### src/rtl/ptw_pkg.sv
// Shared constants and types for the page table walker.
// Assumes the four-level, 512-entry, 64-bit-entry table layout.
package ptw_pkg;
    localparam int VA_FULL   = 64;
    localparam int ENTRY_W   = 64;
    localparam int IDX_W     = 9;
    localparam int OFF_W     = 12;
    localparam int LEVELS    = 4;
    localparam int MAX_PA_W  = 52;
    localparam int ENT_SHIFT = $clog2(ENTRY_W / 8);
    localparam int ERR_W     = 5;

    // entry bit positions
    localparam int PTE_P  = 0;
    localparam int PTE_W  = 1;
    localparam int PTE_U  = 2;
    localparam int PTE_PS = 7;
    localparam int PTE_NX = 63;

    // error code bit positions
    localparam int EB_PROT  = 0;
    localparam int EB_WRITE = 1;
    localparam int EB_USER  = 2;
    localparam int EB_RSVD  = 3;
    localparam int EB_FETCH = 4;

    typedef enum logic [1:0] {
        ACC_READ  = 2'd0,
        ACC_WRITE = 2'd1,
        ACC_FETCH = 2'd2
    } acc_kind_e;

    typedef enum logic [1:0] {
        ST_IDLE,
        ST_ISSUE,
        ST_WAIT,
        ST_DONE
    } walk_state_e;

    typedef struct packed {
        logic wr;
        logic usr;
        logic nx;
    } perm_t;
endpackage

### src/rtl/ptw_canon.sv
// Canonical-address check: the bits above the implemented virtual
// width must all copy the top implemented bit.
// Assumes VA_IMPL < VA_W.
module ptw_canon #(
    parameter int VA_W    = 64,
    parameter int VA_IMPL = 48
) (
    input  logic [VA_W-1:0] va,
    output logic            canonical
);
    localparam int HI_W = VA_W - VA_IMPL + 1;

    logic [HI_W-1:0] hi_bits;

    // gather the sign bit and all bits above it
    always_comb begin
        hi_bits   = va[VA_W-1:VA_IMPL-1];
        canonical = (&hi_bits) | ~(|hi_bits);
    end
endmodule

### src/rtl/ptw_addr_gen.sv
// Entry address generator: picks the index field for the current level
// and adds it, scaled by the entry size, to the table base.
// Assumes level 0 is the top table and uses the most significant index.
module ptw_addr_gen
    import ptw_pkg::*;
#(
    parameter int PA_W = 52
) (
    input  logic [LEVELS*IDX_W-1:0]    va_idx,
    input  logic [$clog2(LEVELS)-1:0]  level,
    input  logic [PA_W-OFF_W-1:0]      base_pfn,
    output logic [PA_W-1:0]            ent_addr
);
    localparam int IDXS_W = LEVELS * IDX_W;

    logic [IDX_W-1:0] idx_by_lvl [LEVELS];
    logic [IDX_W-1:0] idx_sel;

    // one index slice per level, top level from the highest bits
    for (genvar g = 0; g < LEVELS; g++) begin : g_idx
        assign idx_by_lvl[g] = va_idx[IDXS_W-1-g*IDX_W -: IDX_W];
    end

    // select this level's index and form the byte address
    always_comb begin
        idx_sel  = idx_by_lvl[level];
        ent_addr = {base_pfn, {OFF_W{1'b0}}}
                 + PA_W'({idx_sel, {ENT_SHIFT{1'b0}}});
    end
endmodule

### src/rtl/ptw_entry_eval.sv
// Entry evaluator: decodes one fetched entry at a given level, folds its
// permissions into the running set and judges present, reserved, leaf
// and permission outcomes. Also forms the leaf physical address.
// Assumes the third level may hold 2 MiB leaves and the last level 4 KiB.
module ptw_entry_eval
    import ptw_pkg::*;
#(
    parameter int PA_W = 52
) (
    input  logic [ENTRY_W-1:0]          entry,
    input  logic [$clog2(LEVELS)-1:0]   level,
    input  perm_t                       perm_in,
    input  logic [1:0]                  kind,
    input  logic                        user,
    input  logic [OFF_W+IDX_W-1:0]      va_off,
    output logic                        not_present,
    output logic                        rsvd,
    output logic                        leaf,
    output logic                        perm_fault,
    output perm_t                       perm_out,
    output logic [PA_W-OFF_W-1:0]       next_pfn,
    output logic [PA_W-1:0]             leaf_paddr
);
    localparam int LVL_W  = $clog2(LEVELS);
    localparam int BIG_SH = OFF_W + IDX_W;
    localparam logic [LVL_W-1:0] LEAF_LVL = LVL_W'(LEVELS - 1);
    localparam logic [LVL_W-1:0] BIG_LVL  = LVL_W'(LEVELS - 2);

    logic hi_rsvd;
    logic ps;
    logic unused_entry;

    // bits above the physical width are reserved only when PA_W is narrow
    if (PA_W < MAX_PA_W) begin : g_rsvd_hi
        assign hi_rsvd = |entry[MAX_PA_W-1:PA_W];
    end else begin : g_no_rsvd_hi
        assign hi_rsvd = 1'b0;
    end

    assign unused_entry = ^entry;

    // classify the entry and accumulate permissions
    always_comb begin
        ps          = entry[PTE_PS];
        not_present = ~entry[PTE_P];
        rsvd        = hi_rsvd
                    | (ps && (level < BIG_LVL))
                    | (ps && (level == BIG_LVL) && (|entry[BIG_SH-1:OFF_W+1]));
        leaf        = (level == LEAF_LVL) | ((level == BIG_LVL) & ps);
        perm_out.wr  = perm_in.wr  & entry[PTE_W];
        perm_out.usr = perm_in.usr & entry[PTE_U];
        perm_out.nx  = perm_in.nx  | entry[PTE_NX];
        perm_fault  = (user & ~perm_out.usr)
                    | ((kind == ACC_WRITE) & ~perm_out.wr)
                    | ((kind == ACC_FETCH) & perm_out.nx);
        next_pfn    = entry[PA_W-1:OFF_W];
    end

    // leaf address: large page keeps 21 offset bits, small keeps 12
    always_comb begin
        if (level == LEAF_LVL)
            leaf_paddr = {entry[PA_W-1:OFF_W], va_off[OFF_W-1:0]};
        else
            leaf_paddr = {entry[PA_W-1:BIG_SH], va_off[BIG_SH-1:0]};
    end
endmodule

### src/rtl/ptw_walker.sv
// Page table walker top: accepts one translation request, checks the
// address is canonical, then reads one entry per level until a leaf or
// a fault, and reports the outcome with a one-cycle pulse.
// Assumes each accepted memory read gets exactly one response while the
// walker waits, and that write protection is always in force.
module ptw_walker
    import ptw_pkg::*;
#(
    parameter int PA_W    = 52,
    parameter int VA_IMPL = 48
) (
    input  logic                clk,
    input  logic                rst_n,
    input  logic                req_valid,
    output logic                req_ready,
    input  logic [VA_FULL-1:0]  req_vaddr,
    input  logic [1:0]          req_kind,
    input  logic                req_user,
    input  logic [PA_W-1:0]     root_base,
    output logic                mem_rd_valid,
    input  logic                mem_rd_ready,
    output logic [PA_W-1:0]     mem_rd_addr,
    input  logic                mem_rsp_valid,
    input  logic [ENTRY_W-1:0]  mem_rsp_data,
    output logic                done_valid,
    output logic                done_gp,
    output logic                done_pf,
    output logic [ERR_W-1:0]    done_err,
    output logic [PA_W-1:0]     done_paddr,
    output logic [VA_FULL-1:0]  done_fault_va
);
    localparam int LVL_W  = $clog2(LEVELS);
    localparam int PFN_W  = PA_W - OFF_W;
    localparam int IDXS_W = LEVELS * IDX_W;
    localparam int BIG_SH = OFF_W + IDX_W;
    localparam perm_t PERM_INIT = '{wr: 1'b1, usr: 1'b1, nx: 1'b0};

    walk_state_e         state;
    logic [LVL_W-1:0]    lvl;
    logic [VA_FULL-1:0]  va_q;
    logic [1:0]          kind_q;
    logic                user_q;
    logic [PFN_W-1:0]    tbl_pfn;
    perm_t               perm_q;

    logic                canon_ok;
    logic                not_present;
    logic                rsvd;
    logic                leaf;
    logic                perm_fault;
    perm_t               perm_next;
    logic [PFN_W-1:0]    next_pfn;
    logic [PA_W-1:0]     leaf_pa;
    logic                fault_now;
    logic [ERR_W-1:0]    err_now;
    logic                unused_root;

    assign unused_root = ^root_base[OFF_W-1:0];

    ptw_canon #(
        .VA_W    (VA_FULL),
        .VA_IMPL (VA_IMPL)
    ) u_canon (
        .va        (req_vaddr),
        .canonical (canon_ok)
    );

    ptw_addr_gen #(
        .PA_W (PA_W)
    ) u_addr (
        .va_idx   (va_q[OFF_W+IDXS_W-1:OFF_W]),
        .level    (lvl),
        .base_pfn (tbl_pfn),
        .ent_addr (mem_rd_addr)
    );

    ptw_entry_eval #(
        .PA_W (PA_W)
    ) u_eval (
        .entry       (mem_rsp_data),
        .level       (lvl),
        .perm_in     (perm_q),
        .kind        (kind_q),
        .user        (user_q),
        .va_off      (va_q[BIG_SH-1:0]),
        .not_present (not_present),
        .rsvd        (rsvd),
        .leaf        (leaf),
        .perm_fault  (perm_fault),
        .perm_out    (perm_next),
        .next_pfn    (next_pfn),
        .leaf_paddr  (leaf_pa)
    );

    // handshake outputs decoded from the walk state
    always_comb begin
        req_ready    = (state == ST_IDLE);
        mem_rd_valid = (state == ST_ISSUE);
        done_valid   = (state == ST_DONE);
    end

    // fault decision and error code for the entry now returning
    always_comb begin
        fault_now         = not_present | rsvd | (leaf & perm_fault);
        err_now           = '0;
        err_now[EB_PROT]  = ~not_present;
        err_now[EB_WRITE] = (kind_q == ACC_WRITE);
        err_now[EB_USER]  = user_q;
        err_now[EB_RSVD]  = ~not_present & rsvd;
        err_now[EB_FETCH] = (kind_q == ACC_FETCH);
    end

    // walk sequencer and result registers
    always_ff @(posedge clk) begin
        if (!rst_n) begin
            state         <= ST_IDLE;
            lvl           <= '0;
            va_q          <= '0;
            kind_q        <= '0;
            user_q        <= 1'b0;
            tbl_pfn       <= '0;
            perm_q        <= PERM_INIT;
            done_gp       <= 1'b0;
            done_pf       <= 1'b0;
            done_err      <= '0;
            done_paddr    <= '0;
            done_fault_va <= '0;
        end else begin
            case (state)
                ST_IDLE: begin
                    if (req_valid) begin
                        va_q    <= req_vaddr;
                        kind_q  <= req_kind;
                        user_q  <= req_user;
                        tbl_pfn <= root_base[PA_W-1:OFF_W];
                        lvl     <= '0;
                        perm_q  <= PERM_INIT;
                        if (canon_ok) begin
                            state <= ST_ISSUE;
                        end else begin
                            done_gp       <= 1'b1;
                            done_pf       <= 1'b0;
                            done_err      <= '0;
                            done_paddr    <= '0;
                            done_fault_va <= req_vaddr;
                            state         <= ST_DONE;
                        end
                    end
                end
                ST_ISSUE: begin
                    if (mem_rd_ready)
                        state <= ST_WAIT;
                end
                ST_WAIT: begin
                    if (mem_rsp_valid) begin
                        perm_q <= perm_next;
                        if (fault_now) begin
                            done_gp       <= 1'b0;
                            done_pf       <= 1'b1;
                            done_err      <= err_now;
                            done_paddr    <= '0;
                            done_fault_va <= va_q;
                            state         <= ST_DONE;
                        end else if (leaf) begin
                            done_gp       <= 1'b0;
                            done_pf       <= 1'b0;
                            done_err      <= '0;
                            done_paddr    <= leaf_pa;
                            done_fault_va <= '0;
                            state         <= ST_DONE;
                        end else begin
                            tbl_pfn <= next_pfn;
                            lvl     <= lvl + 1'b1;
                            state   <= ST_ISSUE;
                        end
                    end
                end
                default: begin
                    state <= ST_IDLE;
                end
            endcase
        end
    end
endmodule

### config.mk
export PLATFORM = sky130hd
export DESIGN_NAME = ptw_walker
export DESIGN_NICKNAME = d
export VERILOG_FILES = /design/src/rtl/ptw_pkg.sv /design/src/rtl/ptw_canon.sv /design/src/rtl/ptw_addr_gen.sv /design/src/rtl/ptw_entry_eval.sv /design/src/rtl/ptw_walker.sv
export SDC_FILE = /design/constraint.sdc
export NUM_CORES = 1
export LEC_CHECK = 0
export BUFFER_PORTS_ARGS = -buffer_cell sky130_fd_sc_hd__buf_2
export CAP_MARGIN = 10
export CORE_MARGIN = 4
export CORE_UTILIZATION = 30
export DETAILED_ROUTE_END_ITERATION = 7
export PLACE_DENSITY = 0.61
export SETUP_SLACK_MARGIN = 0.02
export SLEW_MARGIN = 40
export SYNTH_ARGS = -nofsm -noshare
export SYNTH_HDL_FRONTEND = slang
export SYNTH_SLANG_ARGS = --single-unit
### constraint.sdc
create_clock -name clk -period 3.4 [get_ports clk]
set_input_delay 0.68 -clock clk [delete_from_list [all_inputs] [get_ports clk]]
set_output_delay 0.68 -clock clk [all_outputs]
set_load 0.005 [all_outputs]
==> results.cfg, run 1 <==
[outcome]
status = complete, no violations

[placement]
io_buffers = 331
place_hpwl_mm = 25.96
routabilityCongestion = 0.8789

[routing]
wire_per_inst_um = 20.32
ant_nets = 0
wl_mm = 38.89
first_iter_violations = 738
via_per_inst = 5.330
drc = 0
first_pass_iters = 7
via_count = 10200

[power]
vdd_drop_max_v = 0.0003729
p_per_area_nw_per_um2 = 602.9
power_uw = 7837
leakagePower_uw = 0.005454

[worst_setup_path]
end_kind = primary output
rr_startpoint = state[1]$_SDFFE_PN0P_
cpPeakStageDelay_ps = 550
cp.buffers_inverters = 2
rr_worst_depth = 6
crit_path_start_kind = flop
required_ps = 2720
slowest_stage = mux4_2
ff2ff_setup_slack_ps = 960
worstPathArrival_ps = 1840
critical_path_peak_fanout = 10
crit_type = reg2out
cp_top_family = multiplexers
reg2reg_to = done_paddr[45]$_SDFFE_PN0P_
crit_chain = buf_4 > mux4_2 > buf_2

[global_route]
met1_usage_pct = 27.02
grtUsageMet3_pct = 3.248
busiest_layer = met2
grt_max_degree = 116
antenna_found_initial = 8
grt_util_met2_pct = 32.85
grt_overflow = 0
grt_pass1_vias = 9605
grt_usage_pct = 20.06
grt_pass1_wl_mm = 57.84

[yosys]
synth-simple-area-share_pct = 20.33
synth_top_area_share_pct = 47.70
netlist_instances = 1182
synth_area_sq_um = 9947
syn_avg_cell_area_sq_um = 8.415
synth_top_family_by_area = compound AO/OA/AOI/OAI gates
synth-compound-area-share_pct = 23.32
synthTopCellsByArea = dfxtp_1 (48%), nand2_1 (11%), a311oi_1 (9.2%)
synth_area_leader_cell = dfxtp_1
synthFlopType = dfxtp_1
synth_edf_count = 0
synth_fa_ha_area_share_pct = 0.2516
ys_async_sr_fraction_pct = 0
synth_cell_types = 52
ys_seq_area_share_pct = 47.70
yosys_register_bits = 237
yosys-mux-area-fraction_pct = 2.943
ys_warn_count = 0
synth_xor_area_share_pct = 0

[clocking]
holdBufCountCts = 0
htreeDepth = 1
cts_num_sinks = 237
clk_latency_ps = 540
postCtsSetupBuffers = 0
cts_made_buffers = 28
clock_path_buffers = 3
cts_repair_resize_count = 0
cts_tree = built
cts_root_buf = clkbuf_16
clk_pin_slew_worst_paths_ps = 60

[sta]
slew-limit-headroom_pct = 50.15
finalMaxSlewViolations = 0
fin_crit_sh_pct = 74.23
fin_tns_setup_ps = 0
tightest_slew_ps = 747.7
clock.fmax_mhz = 396.2
setup_violations = 0
clock_skew_ps = 5.334
rsz0062_at_grt = false
hold_viol = 0
period_needed_ps = 2524

[die]
die_h_um = 190.1
ios = 366
coreArea_sq_um = 32620
dieArea_sq_um = 36130
row_count = 66
die_width_um = 190.1
start_util_pct = 30.49

[worst_hold_path]
hold_depth = 3
hold_path_class = in2reg
holdCritStartpoint = mem_rsp_data[2]
hold_path_end = perm_q[1]$_SDFFE_PN1P_

[cells_and_area]
layout_commonest_cell = buf_2
drive_gt1_share_pct = 29.50
final_cell_mix = buf_2 (331), nand2_1 (292), dfxtp_1 (237)
nNetsFinal = 1639
area_growth_pct = 30.69

[job]
cap_violations = 0
[per-layer routing]
layer	routed length (um)	up-vias
met4	1110	8
met1	16580	4864
met5	59	-
li1	-	4833
met2	18500	429
met3	2645	67
[area by class of cell]
| class | instances | area (sq um) |
|---|---|---|
| flip-flops and latches | 237 | 4745 |
| clock buffers | 39 | 803.3 |
| fillers | 3366 | 19620 |
| repair buffers | 362 | 1962 |
| well taps | 442 | 553.0 |
| diodes | 4 | 10.01 |
| multi-input cells | 818 | 4737 |
| inverters | 2 | 12.51 |
| clock inverters | 10 | 177.7 |
[where the power goes]
| part | internal [uW] | switching (uW) | leakage (uW) |
|---|---|---|---|
| clock network | 2010 | 1200 | 0.000480 |
| registers | 3030 | 164 | 0.00194 |
| logic | 526 | 902 | 0.00303 |
| total | 5570 | 2270 | 0.00545 |
[worst min-delay path: cells and delay by family]
kind,cells,cell delay [ps]
compound gates,1,50
simple gates,1,60
buf+inv,1,90
[sequential cells by signal, indices dropped and copies added, names as in the netlist]
| name | count |
|---|---|
| state | 2 |
| user_q | 1 |
| done_err | 5 |
| done_gp | 1 |
| done_pf | 1 |
| perm_q | 3 |
| va_q | 64 |
| done_fault_va | 64 |
| lvl | 2 |
| done_paddr | 52 |
| tbl_pfn | 40 |
| kind_q | 2 |
[kinds of logic after synthesis]
group / Yosys count
multiplexers: 18
AND/OR/NAND/NOR: 469
adder cells (fa/ha/maj): 2
AO/OA/AOI/OAI: 326
buffers and inverters: 129
flip-flops: 237
other: 1
[through the flow]
| stage | cells | utilization, % | hold WS (ps) | setup slack (ps) | area [sq um] |
|---|---|---|---|---|---|
| finish | 1914 | 39.85 | 370.4 | 876.1 | 13000 |
| global route | 1914 | 39.85 | 373.3 | 774.7 | 13000 |
| CTS | 1909 | 39.75 | 347.8 | 766.8 | 12970 |
| detailed placement | 1860 | 36.74 | 441.6 | 590.1 | 11990 |
| global placement | 1858 | 36.64 | 441.9 | 363.0 | 11950 |
| floorplan | 1184 | - | 436.6 | 775.3 | 9955 |
[how the worst max path moves through the flow]
stage,start,endpoint,slack [ps],cells past startpoint
3_5_place_dp,mem_rsp_data[15],done_err[2]$_SDFFE_PN0P_,590,7
6_report,lvl[0]$_SDFFE_PN0P_,mem_rd_addr[6],880,3
5_1_grt,lvl[0]$_SDFFE_PN0P_,mem_rd_addr[6],770,3
4_1_cts,state[1]$_SDFFE_PN0P_,done_paddr[17]$_SDFFE_PN0P_,770,7
2_1_floorplan,lvl[0]$_SDFFE_PN0P_,done_fault_va[0]$_SDFFE_PN0P_,780,11
3_3_place_gp,req_vaddr[56],done_fault_va[32]$_SDFFE_PN0P_,360,7
[cell usage after synthesis, drive strengths merged, types with 3 or more instances]
cell type / instances
mux4: 9
o21ai: 4
o31ai: 9
o22ai: 3
a22o: 17
mux2i: 9
a311oi: 104
o211ai: 10
nand2b: 4
nor2b: 4
dfxtp: 237
nand4: 4
clkbuf: 81
a31o: 32
nand3: 66
nor4: 34
a21oi: 135
or2: 3
buf: 46
nand2: 293
nor2: 48
nor3: 4
or4: 3
and2: 4
Power figures use the tool's default switching activity.
==> inputs of run 2 (changes only) <==
Settings changed: ABC_AREA set to 1, PLACE_DENSITY 0.61 to 0.6.
Clock period 3.4 ns to 2.63 ns, I/O delays scaled along.
==> results.cfg, run 2 <==
[outcome]
status = complete, no violations

[power]
p_sw_share_pct = 36.22
combPwrFrac_pct = 33.2
p_per_area_nw_per_um2 = 975.9
leakagePower_uw = 0.006864
vdd_drop_max_v = 0.0005202
p_sw_uw = 4886
p_int_uw = 8605
power_frac_seq_pct = 36.4
clockPowerShare_pct = 30.4

[job]
cap_violations = 0

[sta]
period_needed_ps = 2306
fin_crit_sh_pct = 87.68
setup_violations = 0
finalMaxSlewViolations = 0
hold_viol = 0
clock.fmax_mhz = 433.7
fin_tns_setup_ps = 0
whs_ps = 218.3
slew-limit-headroom_pct = 50.16
clock_skew_ps = 8.405
rsz0062_at_grt = false
tightest_slew_ps = 747.6

[clocking]
cts_root_buf = clkbuf_16
cts_made_buffers = 29
clk_pin_slew_worst_paths_ps = 60
cts_repair_resize_count = 0
htreeDepth = 1
clk_latency_ps = 560
clock_path_buffers = 3
cts_num_sinks = 237
postCtsSetupBuffers = 0
cts_tree = built
holdBufCountCts = 0

[yosys]
synth_fa_ha_area_share_pct = 0.2315
ys_top_cells_by_count = nor2_1 (559), nand2_1 (341), dfxtp_1 (237)
synth_edf_count = 0
synth_area_sq_um = 10810
yosys-mux-area-fraction_pct = 0
synth_top_family_by_area = simple AND/OR/NAND/NOR gates
synth-compound-area-share_pct = 14.23
syn_avg_cell_area_sq_um = 6.599
synth_top_area_share_pct = 43.89
yosys_register_bits = 237
ys_seq_area_share_pct = 43.89
synth_cell_types = 28
netlist_instances = 1638
ys_async_sr_fraction_pct = 0
synthTopCellsByArea = dfxtp_1 (44%), nor2_1 (19%), nand2_1 (12%)
synthFlopType = dfxtp_1
synth_xor_area_share_pct = 0
ys_warn_count = 0
synth-simple-area-share_pct = 35.11
yosys.cell_count.top_type = nor2_1
synth_area_leader_cell = dfxtp_1

[die]
ios = 366
start_util_pct = 30.39
die_width_um = 197.8
dieArea_sq_um = 39130
coreArea_sq_um = 35570
die_h_um = 197.8
row_count = 69

[routing]
drc = 0
via_count = 11300
via_per_inst = 4.719
ant_nets = 0
wl_mm = 38.92
first_pass_iters = 5
first_iter_violations = 658
wire_per_inst_um = 16.26

[worst_setup_path]
reg2reg_to = done_paddr[27]$_SDFFE_PN0P_
end_kind = primary output
crit_type = reg2out
required_ps = 2100
critical_path_peak_fanout = 18
rr_startpoint = lvl[0]$_SDFFE_PN0P_
ff2ff_setup_slack_ps = 480
rr_worst_depth = 10
worstPathArrival_ps = 1780
crit_path_start_kind = flop

[cells_and_area]
top_regs = done_fault_va: 64 flops, va_q: 64 flops, done_paddr: 52 flops
drive_gt1_share_pct = 22.00
final_area_sq_um = 13820
layout_commonest_cell = nor2_1
final_cell_mix = nor2_1 (558), nand2_1 (339), buf_2 (330)
area_growth_pct = 27.90
nNetsFinal = 2101

[worst_hold_path]
hold_path_end = user_q$_SDFFE_PN0P_
hold_depth = 3
hold_path_class = in2reg
holdCritStartpoint = req_user

[global_route]
grt_pass1_vias = 10790
grt_max_degree = 99
grt_pass1_wl_mm = 60.27
grt_overflow = 0
grt_usage_pct = 18.94
antenna_found_initial = 9

[placement]
placed_cell_area_sq_um = 12840
place_hpwl_mm = 26.73
io_buffers = 331
routabilityCongestion = 0.8865
==> run 2: cells by family after synthesis <==
group                      after synthesis
other                                    1
adders and majority gates                2
buffers and inverters                  148
DFF                                    237
and+or+nand+nor                        979
AOI/OAI and AO/OA                      271
==> run 2: critical path, stage by stage (launching register included) <==
cell	delay [ps]
dfxtp_1	450
buf_4	260
o21ai_0	120
o22ai_1	230
buf_2	160
==> run 2: layout make-up <==
type                    count  area, sq um
repair buffers            359         2007
inverters                  29        111.4
fillers                  3805        21740
well taps                 461        576.8
multi-input cells        1255         5399
clock buffers              44        862.1
clock inverters             8        121.4
diodes                      1        2.502
flip-flops and latches    237         4745
==> run 2: stage by stage <==
stage | cells | total power, uW | utilization (%) | setup WS (ps)
floorplan | 1640 | 7660 | - | 556.3
global placement | 2341 | 9479 | 36.09 | 330.1
detailed placement | 2341 | 9526 | 36.09 | 339.7
CTS | 2393 | 13690 | 38.86 | 283.6
global route | 2394 | 14480 | 38.87 | 133.8
finish | 2394 | 13490 | 38.87 | 324.1
==> run 2: how the worst max path moves through the flow <==
stage	to	slack [ps]	depth (start not counted)	startpoint
6_report	mem_rd_addr[4]	320	4	lvl[0]$_SDFFE_PN0P_
5_1_grt	mem_rd_addr[4]	130	5	lvl[1]$_SDFFE_PN0P_
4_1_cts	mem_rd_addr[4]	280	5	lvl[1]$_SDFFE_PN0P_
3_5_place_dp	done_paddr[4]$_SDFFE_PN0P_	340	11	mem_rsp_data[15]
3_3_place_gp	done_paddr[32]$_SDFFE_PN0P_	330	11	mem_rsp_data[15]
2_1_floorplan	done_paddr[31]$_SDFFE_PN0P_	560	12	lvl[0]$_SDFFE_PN0P_
==> run 2: power groups by stage <==
stage / Clock [uW] / Sequential [uW] / Combinational [uW]
after floorplan: 0 / 4950 / 2710
after global placement: 0 / 4950 / 4530
after detailed placement: 0 / 4980 / 4540
after CTS: 4210 / 4910 / 4560
after global routing: 4360 / 5000 / 5120
final: 4100 / 4910 / 4480
==> run 2: metal layers <==
metal,vias to the layer above,wire length [um],track usage [%]
met3,80,3455,4.696
met1,5059,16300,24.51
met2,408,17760,30.92
met4,14,1327,6.554
met5,-,77,0
li1,5737,-,-
==> inputs of run 3 (changes only) <==
Settings changed: BUFFER_PORTS_ARGS -buffer_cell sky130_fd_sc_hd__buf_2 to not set, DONT_BUFFER_PORTS set to 1, PLACE_DENSITY 0.6 to 0.52.
Clock period 2.63 ns to 2.6 ns, I/O delays scaled along.
==> results.cfg, run 3 (synthesis gave the netlist of run 2 again) <==
[outcome]
status = complete, no violations

[sta]
fin_tns_setup_ps = 0
period_needed_ps = 2312
slew-limit-headroom_pct = 49.32
tightest_slew_ps = 760.2
clock.fmax_mhz = 432.6
finalMaxSlewViolations = 0
clock_skew_ps = 17.82
setup_violations = 0
hold_viol = 0
fin_crit_sh_pct = 88.91
rsz0062_at_grt = false

[clocking]
clk_pin_slew_worst_paths_ps = 60
cts_root_buf = clkbuf_16
holdBufCountCts = 0
clk_latency_ps = 550
cts_repair_resize_count = 0
cts_made_buffers = 28
cts_tree = built
cts_num_sinks = 237
clock_path_buffers = 3
postCtsSetupBuffers = 0
htreeDepth = 1

[job]
cap_violations = 0

[die]
dieArea_sq_um = 39130
row_count = 69
die_width_um = 197.8
die_h_um = 197.8
coreArea_sq_um = 35570
start_util_pct = 30.39
ios = 366

[placement]
io_buffers = 0
routabilityCongestion = 0.8315
placed_cell_area_sq_um = 11130
place_hpwl_mm = 24.98

[worst_setup_path]
worstPathArrival_ps = 1790
crit_type = reg2out
end_kind = primary output
rr_startpoint = lvl[0]$_SDFFE_PN0P_
ff2ff_setup_slack_ps = 300
reg2reg_to = tbl_pfn[2]$_SDFFE_PN0P_
rr_worst_depth = 11
crit_path_start_kind = flop
required_ps = 2080
critical_path_peak_fanout = 10

[routing]
wl_mm = 36.96
via_per_inst = 4.891
drc = 0
wire_per_inst_um = 17.96
first_iter_violations = 537
via_count = 10070
first_pass_iters = 5
ant_nets = 0

[global_route]
antenna_found_initial = 2
grt_pass1_vias = 9558
grt_overflow = 0
grt_max_degree = 166
grt_usage_pct = 17.96
grt_pass1_wl_mm = 56.70

[cells_and_area]
area_growth_pct = 10.80
multi_input_area_sq_um = 5396
final_cell_mix = nor2_1 (559), nand2_1 (339), dfxtp_1 (237)
antennaDiodeCount = 0
fillers = 3967
drive_gt1_share_pct = 5.385
ff_latch_area_sq_um = 4745
nNetsFinal = 1769
layout_commonest_cell = nor2_1
final_area_sq_um = 11980
top_regs = done_fault_va: 64 flops, va_q: 64 flops, done_paddr: 52 flops

[worst_hold_path]
hold_depth = 1
hold_path_class = in2reg
hold_path_end = perm_q[2]$_SDFFE_PN1P_
holdCritStartpoint = rst_n

[power]
p_per_area_nw_per_um2 = 1035
vdd_drop_max_v = 0.0005943
leakagePower_uw = 0.005291
run 3: critical path, cell delays in order (launching register included):
cell     delay [ps]
dfxtp_1         340
buf_4           170
inv_1           270
o21ai_0         150
o22ai_1         320
run 3: area by class of cell:
type	instances	area share, %
clock inverters	5	0.2612
clock buffers	43	6.832
multi-input cells	1255	45.06
inverters	29	0.9298
well taps	461	4.816
flip-flops and latches	237	39.62
repair buffers	28	2.486
run 3: routing by layer:
metal	global-route usage, %	share of wire (%)
met1	22.49	41
met4	4.693	2.2
met5	0	0.073
met2	29.05	45
met3	7.027	11
run 3: how the worst max path moves through the flow:
stage                                    from                           to
after floorplan           lvl[0]$_SDFFE_PN0P_  done_paddr[31]$_SDFFE_PN0P_
after global placement       mem_rsp_data[15]          lvl[0]$_SDFFE_PN0P_
after detailed placement     mem_rsp_data[19]          lvl[0]$_SDFFE_PN0P_
after CTS                 lvl[0]$_SDFFE_PN0P_               mem_rd_addr[3]
after global routing      lvl[0]$_SDFFE_PN0P_      tbl_pfn[6]$_SDFFE_PN0P_
final                     lvl[1]$_SDFFE_PN0P_               mem_rd_addr[3]
run 3: power breakdown:
group / switching, uW / internal (uW) / total (uW)
clock: 1560 / 2150 / 3700
combinational: 2370 / 1110 / 3480
sequential: 725 / 4480 / 5200
run 3: through the flow:
step	cells	worst slack (ps)	utilization (%)	hold WS [ps]	total power [uW]
finish	2058	288.4	33.67	58.95	12390
global route	2058	38.15	33.67	53.59	13320
CTS	2058	260.1	33.67	33.41	12610
detailed placement	2010	278.9	31.28	460.5	8842
global placement	2010	267.7	31.28	449.0	8796
floorplan	1640	526.3	-	434.4	7749
